$ cat src/rtl/issue_timing_pkg.sv
// Package: shared class codes and multiplier-kind constants for the issue
// timing controller. Assumes a 4-bit class field; every code is used.
package issue_timing_pkg;

    typedef enum logic [3:0] {
        CLS_ALU     = 4'd0,
        CLS_CUST1   = 4'd1,
        CLS_CUSTN   = 4'd2,
        CLS_BRANCH  = 4'd3,
        CLS_CALL    = 4'd4,
        CLS_JIND    = 4'd5,
        CLS_EXC     = 4'd6,
        CLS_RDCTL   = 4'd7,
        CLS_LOAD    = 4'd8,
        CLS_STORE   = 4'd9,
        CLS_DFLUSH  = 4'd10,
        CLS_DINIT   = 4'd11,
        CLS_IFLUSH  = 4'd12,
        CLS_MUL     = 4'd13,
        CLS_DIV     = 4'd14,
        CLS_SHIFT   = 4'd15
    } ins_class_e;

    localparam int MK_EMBEDDED = 0;
    localparam int MK_LOGIC    = 1;
    localparam int MK_NONE     = 2;

endpackage

$ cat src/rtl/issue_cost_decode.sv
// Module: issue_cost_decode
// Turns a descriptor into its timing attributes: extra occupancy cycles
// beyond the first, whether it flushes, whether it produces a late result,
// and whether it may hold on the bus. Purely combinational.
// Assumes the cycle parameters are at least 1 and fit in EXTRA_W bits.
module issue_cost_decode
    import issue_timing_pkg::*;
#(
    parameter logic [5:0] FEATURE_MASK = 6'b0,
    parameter int MULT_KIND  = MK_NONE,
    parameter int MUL_CYC    = 3,
    parameter int DIV_CYC    = 6,
    parameter int CUSTOM_CYC = 3,
    parameter int EXTRA_W    = 5
) (
    input  logic [3:0]         cls,
    input  logic               taken,
    input  logic               mispredict,
    input  logic [4:0]         shamt,
    output logic [EXTRA_W-1:0] extra,
    output logic               flush,
    output logic               late,
    output logic               mem
);

    localparam logic [EXTRA_W-1:0] ONE = EXTRA_W'(1);
    localparam logic [EXTRA_W-1:0] EXC_EXTRA = (FEATURE_MASK != 6'b0) ? ONE : '0;

    // Map the class (and its flags) to its cost attributes.
    always_comb begin
        extra = '0;
        flush = 1'b0;
        late  = 1'b0;
        mem   = 1'b0;
        case (ins_class_e'(cls))
            CLS_ALU, CLS_CUST1: ;
            CLS_CUSTN:  begin extra = EXTRA_W'(CUSTOM_CYC - 1); late = 1'b1; end
            CLS_BRANCH: begin
                if (mispredict) flush = 1'b1;
                else if (taken) extra = ONE;
            end
            CLS_CALL:   extra = ONE;
            CLS_JIND:   extra = EXTRA_W'(2);
            CLS_EXC:    begin extra = EXC_EXTRA; flush = 1'b1; end
            CLS_RDCTL:  late = 1'b1;
            CLS_LOAD:   begin late = 1'b1; mem = 1'b1; end
            CLS_STORE:  mem = 1'b1;
            CLS_DFLUSH: begin extra = ONE; mem = 1'b1; end
            CLS_DINIT:  extra = ONE;
            CLS_IFLUSH: extra = EXTRA_W'(3);
            CLS_MUL:    begin extra = EXTRA_W'(MUL_CYC - 1); late = 1'b1; end
            CLS_DIV:    begin extra = EXTRA_W'(DIV_CYC - 1); late = 1'b1; end
            CLS_SHIFT:  begin
                late = 1'b1;
                if (MULT_KIND == MK_LOGIC) extra = ONE;
                else if (MULT_KIND == MK_NONE && shamt > 5'd1)
                    extra = EXTRA_W'(shamt) - ONE;
            end
            default: ;
        endcase
    end

endmodule

$ cat src/rtl/late_result_tracker.sv
// Module: late_result_tracker
// Counts the free cycles still owed after a late-result producer. A new
// producer reloads the count; each free cycle (no stall) uses one up.
// Assumes set and step are qualified by the caller.
module late_result_tracker #(
    parameter int GAP = 2
) (
    input  logic clk,
    input  logic rst_n,
    input  logic set,
    input  logic step,
    output logic pending
);

    localparam int GW = $clog2(GAP + 1);
    localparam logic [GW-1:0] GAP_V = GW'(GAP);

    logic [GW-1:0] owed;

    // Reload on a producer, otherwise count down on free cycles.
    always_ff @(posedge clk) begin
        if (!rst_n)                  owed <= '0;
        else if (set)                owed <= GAP_V;
        else if (step && owed != '0) owed <= owed - GW'(1);
    end

    assign pending = (owed != '0);

endmodule

$ cat src/rtl/issue_counters.sv
// Module: issue_counters
// Retired-instruction and active-cycle counters. Assumes the increment
// strobes are already qualified; wraps at 2**CNT_W.
module issue_counters #(
    parameter int CNT_W = 32
) (
    input  logic             clk,
    input  logic             rst_n,
    input  logic             retire,
    input  logic             active,
    output logic [CNT_W-1:0] retired_cnt,
    output logic [CNT_W-1:0] cycle_cnt
);

    // Count retirements and active cycles.
    always_ff @(posedge clk) begin
        if (!rst_n) begin
            retired_cnt <= '0;
            cycle_cnt   <= '0;
        end else begin
            if (retire) retired_cnt <= retired_cnt + CNT_W'(1);
            if (active) cycle_cnt   <= cycle_cnt + CNT_W'(1);
        end
    end

endmodule

$ cat src/rtl/issue_timing_ctrl.sv
// Module: issue_timing_ctrl (top)
// Issue-stage timing model. Order of precedence in a cycle: occupancy
// stall, bus hold, flush cancel slot, late-result bubble, then issue.
// Assumes the descriptor is held stable until in_ready is seen.
module issue_timing_ctrl
    import issue_timing_pkg::*;
#(
    parameter logic [5:0] FEATURE_MASK = 6'b0,
    parameter int MULT_KIND   = MK_NONE,
    parameter int MUL_CYC     = 3,
    parameter int DIV_CYC     = 6,
    parameter int CUSTOM_CYC  = 3,
    parameter int FLUSH_SLOTS = 3,
    parameter int LATE_GAP    = 2,
    parameter int CNT_W       = 32
) (
    input  logic             clk,
    input  logic             rst_n,
    input  logic             ins_valid,
    input  logic [3:0]       ins_class,
    input  logic             ins_uses_late,
    input  logic             br_taken,
    input  logic             br_mispredict,
    input  logic [4:0]       shift_amt,
    input  logic             bus_busy,
    output logic             in_ready,
    output logic             stall,
    output logic             bubble,
    output logic             cancel,
    output logic [CNT_W-1:0] retired_cnt,
    output logic [CNT_W-1:0] cycle_cnt
);

    localparam int MAX_A   = (DIV_CYC > MUL_CYC) ? DIV_CYC : MUL_CYC;
    localparam int MAX_B   = (MAX_A > CUSTOM_CYC) ? MAX_A : CUSTOM_CYC;
    localparam int MAX_LAT = (MAX_B > 32) ? MAX_B : 32;
    localparam int EXTRA_W = $clog2(MAX_LAT);
    localparam int WIN_W   = $clog2(FLUSH_SLOTS + 1);

    logic [EXTRA_W-1:0] dec_extra, rem_q;
    logic               dec_flush, dec_late, dec_mem;
    logic [WIN_W-1:0]   win_q;
    logic               hold_q;
    logic               free, win_slot, accept, hazard_pend;

    issue_cost_decode #(
        .FEATURE_MASK(FEATURE_MASK), .MULT_KIND(MULT_KIND),
        .MUL_CYC(MUL_CYC), .DIV_CYC(DIV_CYC), .CUSTOM_CYC(CUSTOM_CYC),
        .EXTRA_W(EXTRA_W)
    ) u_dec (
        .cls(ins_class), .taken(br_taken), .mispredict(br_mispredict),
        .shamt(shift_amt), .extra(dec_extra), .flush(dec_flush),
        .late(dec_late), .mem(dec_mem)
    );

    late_result_tracker #(.GAP(LATE_GAP)) u_late (
        .clk(clk), .rst_n(rst_n), .set(accept && dec_late),
        .step(free), .pending(hazard_pend)
    );

    issue_counters #(.CNT_W(CNT_W)) u_cnt (
        .clk(clk), .rst_n(rst_n), .retire(accept),
        .active(ins_valid || !free || win_q != '0),
        .retired_cnt(retired_cnt), .cycle_cnt(cycle_cnt)
    );

    // Slot decision for the current cycle.
    always_comb begin
        free     = (rem_q == '0) && !(hold_q && bus_busy);
        win_slot = free && (win_q != '0);
        stall    = !free;
        cancel   = win_slot && ins_valid;
        bubble   = free && !win_slot && ins_valid && ins_uses_late && hazard_pend;
        accept   = free && !win_slot && ins_valid && !bubble;
        in_ready = accept || cancel;
    end

    // Occupancy, cancel window and bus-hold state.
    always_ff @(posedge clk) begin
        if (!rst_n) begin
            rem_q  <= '0;
            win_q  <= '0;
            hold_q <= 1'b0;
        end else if (accept) begin
            rem_q  <= dec_extra;
            win_q  <= dec_flush ? WIN_W'(FLUSH_SLOTS) : '0;
            hold_q <= dec_mem;
        end else begin
            if (rem_q != '0) rem_q <= rem_q - EXTRA_W'(1);
            if (win_slot)    win_q <= win_q - WIN_W'(1);
            if (rem_q == '0 && !bus_busy) hold_q <= 1'b0;
        end
    end

endmodule

$ cat config.mk
export PLATFORM = sky130hd
export DESIGN_NAME = issue_timing_ctrl
export DESIGN_NICKNAME = d
export VERILOG_FILES = /design/src/rtl/issue_timing_pkg.sv /design/src/rtl/issue_cost_decode.sv /design/src/rtl/late_result_tracker.sv /design/src/rtl/issue_counters.sv /design/src/rtl/issue_timing_ctrl.sv
export SDC_FILE = /design/constraint.sdc
export NUM_CORES = 1
export LEC_CHECK = 0
export BUFFER_PORTS_ARGS = -buffer_cell sky130_fd_sc_hd__buf_4
export CORE_ASPECT_RATIO = 1.2
export CORE_MARGIN = 1
export CORE_UTILIZATION = 50
export CTS_CLUSTER_DIAMETER = 40
export CTS_CLUSTER_SIZE = 24
export DETAILED_ROUTE_END_ITERATION = 6
export PLACE_DENSITY = 0.78
export SYNTH_ARGS = -nofsm -noshare
export SYNTH_HDL_FRONTEND = slang
export SYNTH_HIERARCHICAL = 1
export SYNTH_SLANG_ARGS = --single-unit
$ cat constraint.sdc
create_clock -name clk -period 5.8 [get_ports clk]
set_input_delay 0.87 -clock clk [delete_from_list [all_inputs] [get_ports clk]]
set_output_delay 0.87 -clock clk [all_outputs]
set_load 0.01 [all_outputs]
==> summary.md, run 1 <==
| Metric | Value |
|---|---|
| Routed wire length | `approximately 9100 um` |
| CTS buffer count | `9` |
| Yosys warning total | `6` |
| Hpwl dp | `6520 um` |
| Area of the multi-input gates | `approximately 2300 um^2` |
| Worst setup margin | `2510 ps` |
| Yosys reg bits | `between 70 and 80` |
| Worst Max-Slew Pin Slew | `954 ps` |
| Slew HR | `36.3%` |
| Seq/Total Area, Yosys | `between 30% and 40%` |
| Critical path type | `reg -> reg` |
| Initial DRC count | `about 160` |
| Mapped Avg Cell Area | `between 8 and 9 um^2` |
| Final Hold Viols | `0` |
| Reg clk slew, reported paths | `70 ps` |
| Clk buf depth | `2` |
| CP startpoint kind | `flop` |
| DR pass1 iterations | `4` |
| Placed cell count | `roughly 620` |
| Peak VDD IR | `roughly 0.27 mV` |
| Ant. Diodes | `0` |
| Worst Path Buf+Inv | `2` |
| Cell count after synthesis | `between 400 and 500` |
| Initial Util | `51.8%` |
| GRT Total Usage | `between 20 and 25%` |
| Core ar. | `7710 um^2` |
| Number of hold buffers added after cts | `0` |
| Post-CTS sizing | `0` |
| Die Y | `roughly 100 um` |
| Max incr delay on CP | `roughly 800 ps` |
| Main synth FF type | `dfxtp_1` |
| Layout net count | `between 500 and 600` |
| Drt drc | `0` |
| Fmax | `304 MHz` |
| Post-synth ARST share | `0%` |
| TritonCTS clock tree | `yes` |
| Tmin final | `~3300 ps` |
| MaxCap Viol Count | `0` |
| Die W | `about 84 um` |
| Top routing layer used | `met4` |
| Area Overhead vs Synth | `20.3%` |
| Fillcell total | `699` |
| Mapped Area | `~4000 um^2` |
| Syn Nets | `between 400 and 500` |
| Unique masters post-synth | `between 60 and 70` |
| Vias in the first global route | `approximately 3400` |
| Pin count of the biggest net entering global routing | `55` |
| Final ANT Viol Nets | `0` |
| Clock Root Buffer | `clkbuf_8` |
| Fraction of layout cells with a size suffix above 1 | `between 20% and 30%` |
| Count leader, synth | `dfxtp_1` |
| PwrDens | `285 nW/um^2` |
| Final GP Congestion | `about 0.85` |
| Dominant cell type by area after synthesis | `dfxtp_1` |
| H-tree depth | `3` |
| Die Area | `8350 um^2` |
| CP delay by family, top | `simple AND/OR/NAND/NOR gates` |
| Port-buffer cells | `between 80 and 90` |
| Worst hold path class | `reg -> reg` |
| Vias | `3683` |
| Register area | `about 1500 um^2` |
| RSZ-0062 raised after global routing | `no` |
| Initial antenna violation count | `0` |
| Layout Cells excl Fill | `between 600 and 700` |
| Critical Path RT | `6060 ps` |
| Met2 WL | `between 4000 and 5000 um` |
| # clock sinks | `74` |
| Crit-path max FO | `18` |
| Worst Setup End Kind | `flop` |
| Insertion delay to the later sink of the worst-skew pair | `340 ps` |
| Max-slew violations | `0` |
| Post-DR wirelength/cell | `between 10 and 15 um` |
| Crit-path slowest cell | `or4_1` |
| Tcrit/Tclk final | `56.8%` |
| CP arrival | `roughly 3600 ps` |
| DR vias/cell | `around 5.8` |
| DP Worst Slack | `approximately 2300 ps` |
| First-pass GRT wire length | `15300 um` |
| Area contributors post-synth | `dfxtp_1 37%, a21oi_1 4.3%, or4_1 3.9%` |
| Final-report setup violation count | `0` |
| Pleak | `approximately 1.8 nW` |
| EDFF count, synth | `0` |
| Wire length on met3 | `around 400 um` |
| Row cnt | `35` |
| Cell-by-cell listing of the critical path | `inv_1 -> ha_1 -> nor4b_2 -> nand4_2 -> inv_2 -> nand3_1 -> or4_1 -> or4_1 -> a21oi_1` |
| WL met1 | `4030 um` |
| Total grt overflow | `0` |
| Status | `completed` |
| Ports | `84` |
| Layout Skew | `11.6 ps` |
| Setup TNS | `0 ps` |
| Cell mode on critical path | `or4_1` |
| Post-CTS Setup Inserts | `0` |
| Synth top cells by count | `74 x dfxtp_1, 40 x nand2_1, 34 x a21oi_1, 33 x nor2_1, 24 x nand3_1` |
| Synth top area share | `between 30% and 40%` |
-- cell usage in the layout, fill, tap and decap left out, types with 8 or more instances in the layout --
master    netlist  routed
dfxtp_1        74      74
or3_1          11      11
o21ai_0         9       9
or4_1          21      21
nand4_1        17      17
nand2b_1       13      13
xnor2_1        17      17
nand3_1        24      24
inv_1          15      15
clkbuf_8        0       9
and4_1          9       9
nand2_1        40      40
o31ai_1        18      18
nor2_1         33      33
ha_1            8       8
buf_4           1      83
a21oi_1        34      34
mux2i_1        13      13
nor3_1         14      14
xor2_1         14      14
-- per-layer routing --
layer | vias up | GRT usage (%)
met1 | 1747 | 26.8
met4 | 0 | 9.00
met2 | 70 | 38.2
met5 | - | 0
li1 | 1856 | -
met3 | 10 | 4.36
-- registers in the layout (all words and copies together), names as in the netlist --
signal and flops:
hold_q 1, rem_q 5, u_cnt/cycle_cnt 32, u_cnt/retired_cnt 32, u_late/owed 2, win_q 2
-- final cells by class --
cell class              instances  share of cell area, %
multi-input cells             354                   48.1
flip-flops and latches         74                   30.8
repair buffers                 83                   13.0
clock inverters                 5                   1.67
well taps                      92                   2.39
inverters                      18                   1.41
clock buffers                  10                   2.65
-- tightest hold or removal path, stage by stage, from the launching register on --
cell,delay (ps)
dfxtp_1,320
o31ai_1,60
a21oi_1,50
-- cells by family (layout without fill, tap and decap cells) --
kind of cell	Yosys count	in the layout	synth area share (%)
and+or+nand+nor	218	218	31.7
AOI/OAI and AO/OA	84	84	13.6
DFF	74	74	37.1
buffers and inverters	38	116	5.04
xor gates and xnor gates	31	31	6.80
muxes	13	13	3.26
adders and majority gates	8	8	2.51
-- stage by stage --
step / hold slack (ps) / cell area (um^2) / utilization (%) / power [mW]
final: 483 / 4810 / 62.4 / 1.37
after global routing: 507 / 4810 / 62.4 / 1.45
after CTS: 485 / 4810 / 62.4 / 1.39
after detailed placement: 475 / 4600 / 59.7 / 0.956
after global placement: 465 / 4600 / 59.7 / 0.939
after floorplan: 496 / 4000 / - / 0.882
-- worst paths after layout --
kind | end | cells past startpoint | startpoint | slack [ps]
worst max-delay path | u_cnt/retired_cnt[24] | 9 | rem_q[0] | 2510
worst min-delay path | u_cnt/retired_cnt[31] | 2 | u_cnt/retired_cnt[31] | 480
worst max register to register | u_cnt/retired_cnt[24] | 9 | rem_q[0] | 2510
worst min register to register | u_cnt/retired_cnt[31] | 2 | u_cnt/retired_cnt[31] | 480
-- power by group --
part           leakage, nW  total, mW  internal [mW]  switching (mW)
clock               0.0984      0.429          0.239           0.189
sequential           0.598      0.579          0.545          0.0344
combinational         1.12      0.364          0.172           0.192
No activity file was read; power rests on OpenSTA's default activity.
==> inputs of run 2 (changes only) <==
ABC_AREA = 1   (was unset)
PLACE_DENSITY = 0.77   (was 0.78)
clock period = 3.1 ns   (was 5.8 ns; I/O delays follow)
==> run 2 against run 1 <==
  * Clock-buffer cell count up 2
  * Clock power up 82%
  * Largest cell class unchanged
  * Highest routed layer unchanged
  * Synthesized cell count grew 56%
==> summary.md, run 2 <==
| Metric | Value |
|---|---|
| Most common cell after layout, fill and taps aside | `nand2_1` |
| Pleak | `2.45 nW (+35%)` |
| Initial DRC count | `222 (+38%)` |
| Layout net count | `836 (+48%)` |
| Ports | `84 (unchanged)` |
| Cell mode on critical path | `inv_1` |
| Die Y | `107 um (+6.7%)` |
| DP Worst Slack | `703 ps (-1580 ps)` |
| Hold endpoint | `hold_q` |
| Int Power | `1.67 mW (+75%)` |
| HP Start | `hold_q` |
| Worst Setup End Kind | `primary output` |
| Row cnt | `37 (+5.7%)` |
| Ant. Diodes | `0 (unchanged)` |
| Finished Cell Area | `5490 um^2 (+14%)` |
| Area contributors post-synth | `dfxtp_1 33%, nand2_1 15%, nor2_1 12%` |
| Initial antenna violation count | `0 (unchanged)` |
| Clk buf depth | `2 (unchanged)` |
| RSZ-0062 raised after global routing | `no` |
| Number of hold buffers added after cts | `0 (unchanged)` |
| Worst Path Buf+Inv | `5 (+3)` |
| Crit-path max FO | `14 (-4)` |
| Max incr delay on CP | `320 ps (-490 ps)` |
| Count leader, synth | `nand2_1` |
| Status | `completed` |
| Sequential Power Share | `42.9% (+0.7 points)` |
| Sw Ratio | `33.5% (+3.2 points)` |
| Hpwl dp | `9020 um (+38%)` |
| MaxCap Viol Count | `0 (unchanged)` |
| Worst setup margin | `539 ps (-1970 ps)` |
| Yosys warning total | `6 (unchanged)` |
| Worst Max-Slew Pin Slew | `570 ps (-385 ps)` |
| Final Hold Viols | `0 (unchanged)` |
| Peak VDD IR | `0.236 mV (-13%)` |
| Tcrit/Tclk final | `82.6%` |
| Die W | `89.1 um (+6.6%)` |
| Post-CTS sizing | `0 (unchanged)` |
| Hold path depth | `2 (unchanged)` |
| Max-slew violations | `0 (unchanged)` |
| H-tree depth | `3 (unchanged)` |
| Setup TNS | `0 ps (unchanged)` |
| RR Startpoint | `rem_q[0]` |
| DR pass1 iterations | `5 (+1)` |
| Yosys reg bits | `74 (unchanged)` |
| Drt drc | `0 (unchanged)` |
| Worst hold path class | `reg -> reg` |
| Critical path type | `reg -> out` |
| Synth top area share | `32.5% (-4.6 points)` |
| Fmax | `about 390 MHz` |
| Crit-path slowest cell | `dfxtp_1` |
| CP startpoint kind | `flop` |
| Final-report setup violation count | `0 (unchanged)` |
| Clock Root Buffer | `clkbuf_8` |
| Fraction of layout cells with a size suffix above 1 | `18.0% (-3.5 points)` |
| Pin count of the biggest net entering global routing | `54 (-1.8%)` |
| Reg2reg setup slack | `680 ps (-1830 ps)` |
| R2R depth | `15 (+6)` |
| Switching pwr | `0.844 mW (+100%)` |
| First-pass GRT wire length | `19400 um (+27%)` |
| EDFF count, synth | `0 (unchanged)` |
| PwrDens | `459 nW/um^2 (+61%)` |
| Most frequent cells in the layout | `182 x nand2_1, 141 x nor2_1, 97 x inv_1` |
| Cell-by-cell listing of the critical path | `inv_1 -> ha_1 -> inv_1 -> nor2_2 -> nand3_4 -> nor2_4 -> nand3_2 -> inv_2 -> nor2_1 -> inv_1 -> buf_4` |
| R2r endpoint | `u_cnt/retired_cnt[13]` |
| CTS buffer count | `9 (unchanged)` |
| Worst setup path start | `rem_q[0]` |
| Insertion delay to the later sink of the worst-skew pair | `360 ps (+20 ps)` |
| Critical Path RT | `2630 ps (-3430 ps)` |
| Post-synth ARST share | `0% (unchanged)` |
| CP delay by family, top | `simple AND/OR/NAND/NOR gates` |
| Post-CTS Setup Inserts | `0 (unchanged)` |
| Main synth FF type | `dfxtp_1` |
| Unique masters post-synth | `38 (-38%)` |
| TritonCTS clock tree | `yes` |
| Mapped Area | `4560 um^2 (+14%)` |
| Vias in the first global route | `4319 (+28%)` |
| Total grt overflow | `0 (unchanged)` |
| Post-DP Area | `5280 um^2 (+15%)` |
| Total power | `2.52 mW (+84%)` |
| GRT Total Usage | `26.2% (+4.2 points)` |
| Cell count after synthesis | `727 (+56%)` |
| Largest registers | `u_cnt/cycle_cnt (32), u_cnt/retired_cnt (32), rem_q (5)` |
| Clock power share | `31.0% (-0.2 points)` |
| CP arrival | `2100 ps (-1450 ps)` |
| Port-buffer cells | `83 (unchanged)` |
| Slew HR | `62.0% (+26 points)` |
| Syn Nets | `751 (+53%)` |
| Synth top cells by count | `182 x nand2_1, 141 x nor2_1, 97 x inv_1, 74 x dfxtp_1, 53 x nand3_1` |
| Initial Util | `52.3% (+0.51 points)` |
| Area Overhead vs Synth | `20.4% (about the same)` |
| # clock sinks | `74 (unchanged)` |
| Routed wire length | `12000 um (+32%)` |
| Final GP Congestion | `0.928 (+9.0%)` |
| Die Area | `9500 um^2 (+14%)` |
| Seq/Total Area, Yosys | `32.5% (-4.6 points)` |
| Fillcell total | `845 (+21%)` |
| Layout Skew | `6.69 ps (-4.86 ps)` |
| Gate power share | `26.2% (-0.3 points)` |
| Dominant cell type by area after synthesis | `dfxtp_1` |
| Tmin final | `between 2000 and 3000 ps` |
| Final ANT Viol Nets | `0 (unchanged)` |
| Vias | `4823 (+31%)` |
| Reg clk slew, reported paths | `70 ps (about the same)` |
| Core ar. | `8700 um^2 (+13%)` |
| Post-DR wirelength/cell | `12.9 um (-10%)` |
| DR vias/cell | `5.16 (-11%)` |
| Mapped Avg Cell Area | `6.27 um^2 (-27%)` |
run 2: cell families (layout without fill, tap and decap cells):
family,count (synthesis),in the layout,share of synthesized area (%)
compound gates,67,67,7.96
xor+xnor,9,9,1.73
fa+ha+maj,8,8,2.20
buf+inv,113,203,9.72
flops,74,74,32.5
simple gates,456,456,45.9
run 2: layout make-up:
cell class	instances	area, um^2	area share (%)
multi-input cells	540	2630	48.0
repair buffers	85	638	11.6
clock inverters	4	50.0	0.912
inverters	102	383	6.98
clock buffers	12	155	2.83
flip-flops and latches	74	1480	27.0
well taps	117	146	2.67
run 2: worst max-delay path by stage:
stage / to / slack [ps] / depth (start not counted)
floorplan: u_cnt/retired_cnt[13] / 1050 / 16
global placement: u_cnt/retired_cnt[13] / 820 / 15
detailed placement: u_cnt/retired_cnt[13] / 700 / 15
CTS: in_ready / 520 / 11
global route: in_ready / 310 / 11
finish: in_ready / 540 / 11
run 2: worst min-delay path, cell delays in order (launching register included):
cell	delay [ps]
dfxtp_1	310
nand2_1	60
a21oi_1	50
run 2: through the flow:
stage	instances	util [%]	hold slack [ps]
2_1_floorplan	727	-	434
3_3_place_gp	918	60.7	444
3_5_place_dp	918	60.7	456
4_1_cts	934	63.0	468
5_1_grt	934	63.0	502
6_report	934	63.0	471
run 2: layer usage:
layer	wire, um	vias to the layer above	global-route usage (%)
met5	0	-	0
met4	225	0	12.7
met3	600	17	4.04
met2	6200	152	45.9
met1	4980	2197	30.4
li1	-	2457	-
run 2: power groups by stage:
stage          Clock (mW)  Sequential (mW)  Combinational, mW
2_1_floorplan           0             1.09              0.489
3_5_place_dp            0             1.10              0.654
4_1_cts             0.798             1.08              0.660
3_3_place_gp            0             1.10              0.635
5_1_grt             0.833             1.09              0.738
6_report            0.781             1.08              0.659
==> inputs of run 3 (changes only) <==
clock period = 2.65 ns   (was 3.1 ns; I/O delays follow)
==> run 3 against run 2 <==
  * Sequential power increased by 17%
  * Total power increased by 12%
  * Clock skew increased by 12 ps
  * Largest power group unchanged
  * Clock-buffer cell count decreased by 2
  * Via count increased by 0.95%
  * Highest routed layer unchanged
  * Non-clock buffer count increased by 1
==> summary.md, run 3 (synthesized netlist as in run 2, its figures left out) <==
| Metric | Value |
|---|---|
| Status | `completed` |
| Vias in the first global route | `4397 (+1.8%)` |
| Routed wire length | `11700 um (-2.7%)` |
| Max-slew violations | `0 (unchanged)` |
| Reg clk slew, reported paths | `80 ps (about the same)` |
| Fraction of layout cells with a size suffix above 1 | `18.1% (+0.10 points)` |
| Die Y | `107 um (unchanged)` |
| Worst hold path class | `in -> reg` |
| Post-CTS Setup Inserts | `0 (unchanged)` |
| Number of hold buffers added after cts | `0 (unchanged)` |
| R2r endpoint | `u_cnt/retired_cnt[26]` |
| Hold endpoint | `hold_q` |
| Tcrit/Tclk final | `between 90% and 100%` |
| R2R depth | `15 (unchanged)` |
| Most common cell after layout, fill and taps aside | `nand2_1` |
| Final ANT Viol Nets | `0 (unchanged)` |
| Most frequent cells in the layout | `182 x nand2_1, 141 x nor2_1, 97 x inv_1` |
| # clock sinks | `74 (unchanged)` |
| Setup TNS | `0 ps (unchanged)` |
| RSZ-0062 raised after global routing | `no` |
| Initial Util | `52.3% (unchanged)` |
| Area Overhead vs Synth | `19.9%` |
| Peak VDD IR | `0.242 mV (+2.4%)` |
| Total power | `2.83 mW (+12%)` |
| Largest registers | `u_cnt/cycle_cnt (32), u_cnt/retired_cnt (32), rem_q (5)` |
| HP Start | `ins_class[2]` |
| DP Worst Slack | `360 ps (-343 ps)` |
| Insertion delay to the later sink of the worst-skew pair | `350 ps (about the same)` |
| H-tree depth | `3 (unchanged)` |
| Fmax | `around 400 MHz` |
| PwrDens | `517 nW/um^2 (+13%)` |
| Die W | `89.1 um (unchanged)` |
| First-pass GRT wire length | `19100 um (-1.7%)` |
| Initial DRC count | `216 (-2.7%)` |
| Clk buf depth | `2 (unchanged)` |
| Hold path depth | `4 (+2)` |
| Slew HR | `53.7% (-8.3 points)` |
| Finished Cell Area | `5460 um^2 (-0.39%)` |
| Core ar. | `8700 um^2 (unchanged)` |
| Layout Cells excl Fill | `935 (+0.11%)` |
| Final Hold Viols | `0 (unchanged)` |
| Area of the multi-input gates | `2640 um^2 (+0.29%)` |
| DR vias/cell | `5.21 (+0.85%)` |
| CP startpoint kind | `flop` |
| Hpwl dp | `8910 um (-1.2%)` |
| Final-report setup violation count | `0 (unchanged)` |
| Drt drc | `0 (unchanged)` |
| GRT Total Usage | `25.4% (-0.79 points)` |
| Die Area | `9500 um^2 (unchanged)` |
| Register area | `1480 um^2 (unchanged)` |
| Final Util | `62.8% (-0.24 points)` |
| Max incr delay on CP | `330 ps (about the same)` |
| Final GP Congestion | `0.926 (-0.27%)` |
| Initial antenna violation count | `0 (unchanged)` |
| Pleak | `2.44 nW (-0.59%)` |
| Clock Root Buffer | `clkbuf_8` |
| Placed cell count | `919 (+0.11%)` |
| Fillcell total | `819 (-3.1%)` |
| Worst Setup End Kind | `primary output` |
| Crit-path slowest cell | `dfxtp_1` |
| Post-DR wirelength/cell | `12.5 um (-2.8%)` |
| Worst setup margin | `174 ps (-365 ps)` |
| Ant. Diodes | `0 (unchanged)` |
| Row cnt | `37 (unchanged)` |
| CTS buffer count | `9 (unchanged)` |
| MaxCap Viol Count | `0 (unchanged)` |
| Tmin final | `around 2500 ps` |
| Worst Max-Slew Pin Slew | `690 ps (+120 ps)` |
| TritonCTS clock tree | `yes` |
| Vias | `4869 (+0.95%)` |
| Layout Skew | `18.8 ps (+12.1 ps)` |
| Crit-path max FO | `11 (-3)` |
| Port-buffer cells | `83 (unchanged)` |
| Post-DP Area | `5290 um^2 (+0.14%)` |
| DR pass1 iterations | `5 (unchanged)` |
| Hold WS | `394 ps (-76.5 ps)` |
| Post-CTS sizing | `0 (unchanged)` |
| CP arrival | `2080 ps (-20 ps)` |
| Reg2reg setup slack | `390 ps (-290 ps)` |
| Critical Path RT | `2250 ps (-380 ps)` |
| Total grt overflow | `0 (unchanged)` |
| Ports | `84 (unchanged)` |
| Cell-by-cell listing of the critical path | `inv_1 -> ha_1 -> inv_1 -> nor2_2 -> nand3_4 -> nor2_4 -> nand3_4 -> inv_2 -> buf_4 -> nor2_1 -> inv_1 -> buf_4` |
| Layout net count | `837 (+0.12%)` |
| RR Startpoint | `rem_q[0]` |
| Pin count of the biggest net entering global routing | `54 (unchanged)` |
| Cell mode on critical path | `inv_1` |
| Critical path type | `reg -> out` |
-- run 3: how the worst max path moves through the flow --
| stage | start | endpoint | slack (ps) | depth (start not counted) |
|---|---|---|---|---|
| 2_1_floorplan | rem_q[0] | u_cnt/retired_cnt[13] | 600 | 16 |
| 3_3_place_gp | rem_q[0] | u_cnt/retired_cnt[13] | 440 | 15 |
| 3_5_place_dp | rem_q[0] | u_cnt/retired_cnt[13] | 360 | 15 |
| 4_1_cts | rem_q[0] | in_ready | 80 | 12 |
| 5_1_grt | rem_q[0] | in_ready | 40 | 12 |
| 6_report | rem_q[0] | in_ready | 170 | 12 |
-- run 3: critical path, delay by kind of cell, from the launching register on --
family / cells / cell delay, ps
flops: 1 / 330
buf+inv: 6 / 650
fa+ha+maj: 1 / 160
simple gates: 5 / 620
-- run 3: cell type report --
| type | count | area share, % |
|---|---|---|
| inverter | 102 | 7.01 |
| clock buffer | 10 | 2.34 |
| sequential | 74 | 27.1 |
| multi-input combinational | 540 | 48.3 |
| timing repair buffer | 86 | 11.8 |
| tap | 117 | 2.68 |
| clock inverter | 6 | 0.756 |
-- run 3: power by group --
group | total, mW | internal [mW] | switching (mW)
clock | 0.778 | 0.340 | 0.438
sequential | 1.26 | 1.18 | 0.0775
combinational | 0.790 | 0.308 | 0.481
-- run 3: routing by layer --
metal  GRT usage, %  part of all wire [%]
met2           45.6                    51
met5              0                     0
met4           10.5                   1.9
met3           5.28                   6.5
met1           28.4                    41
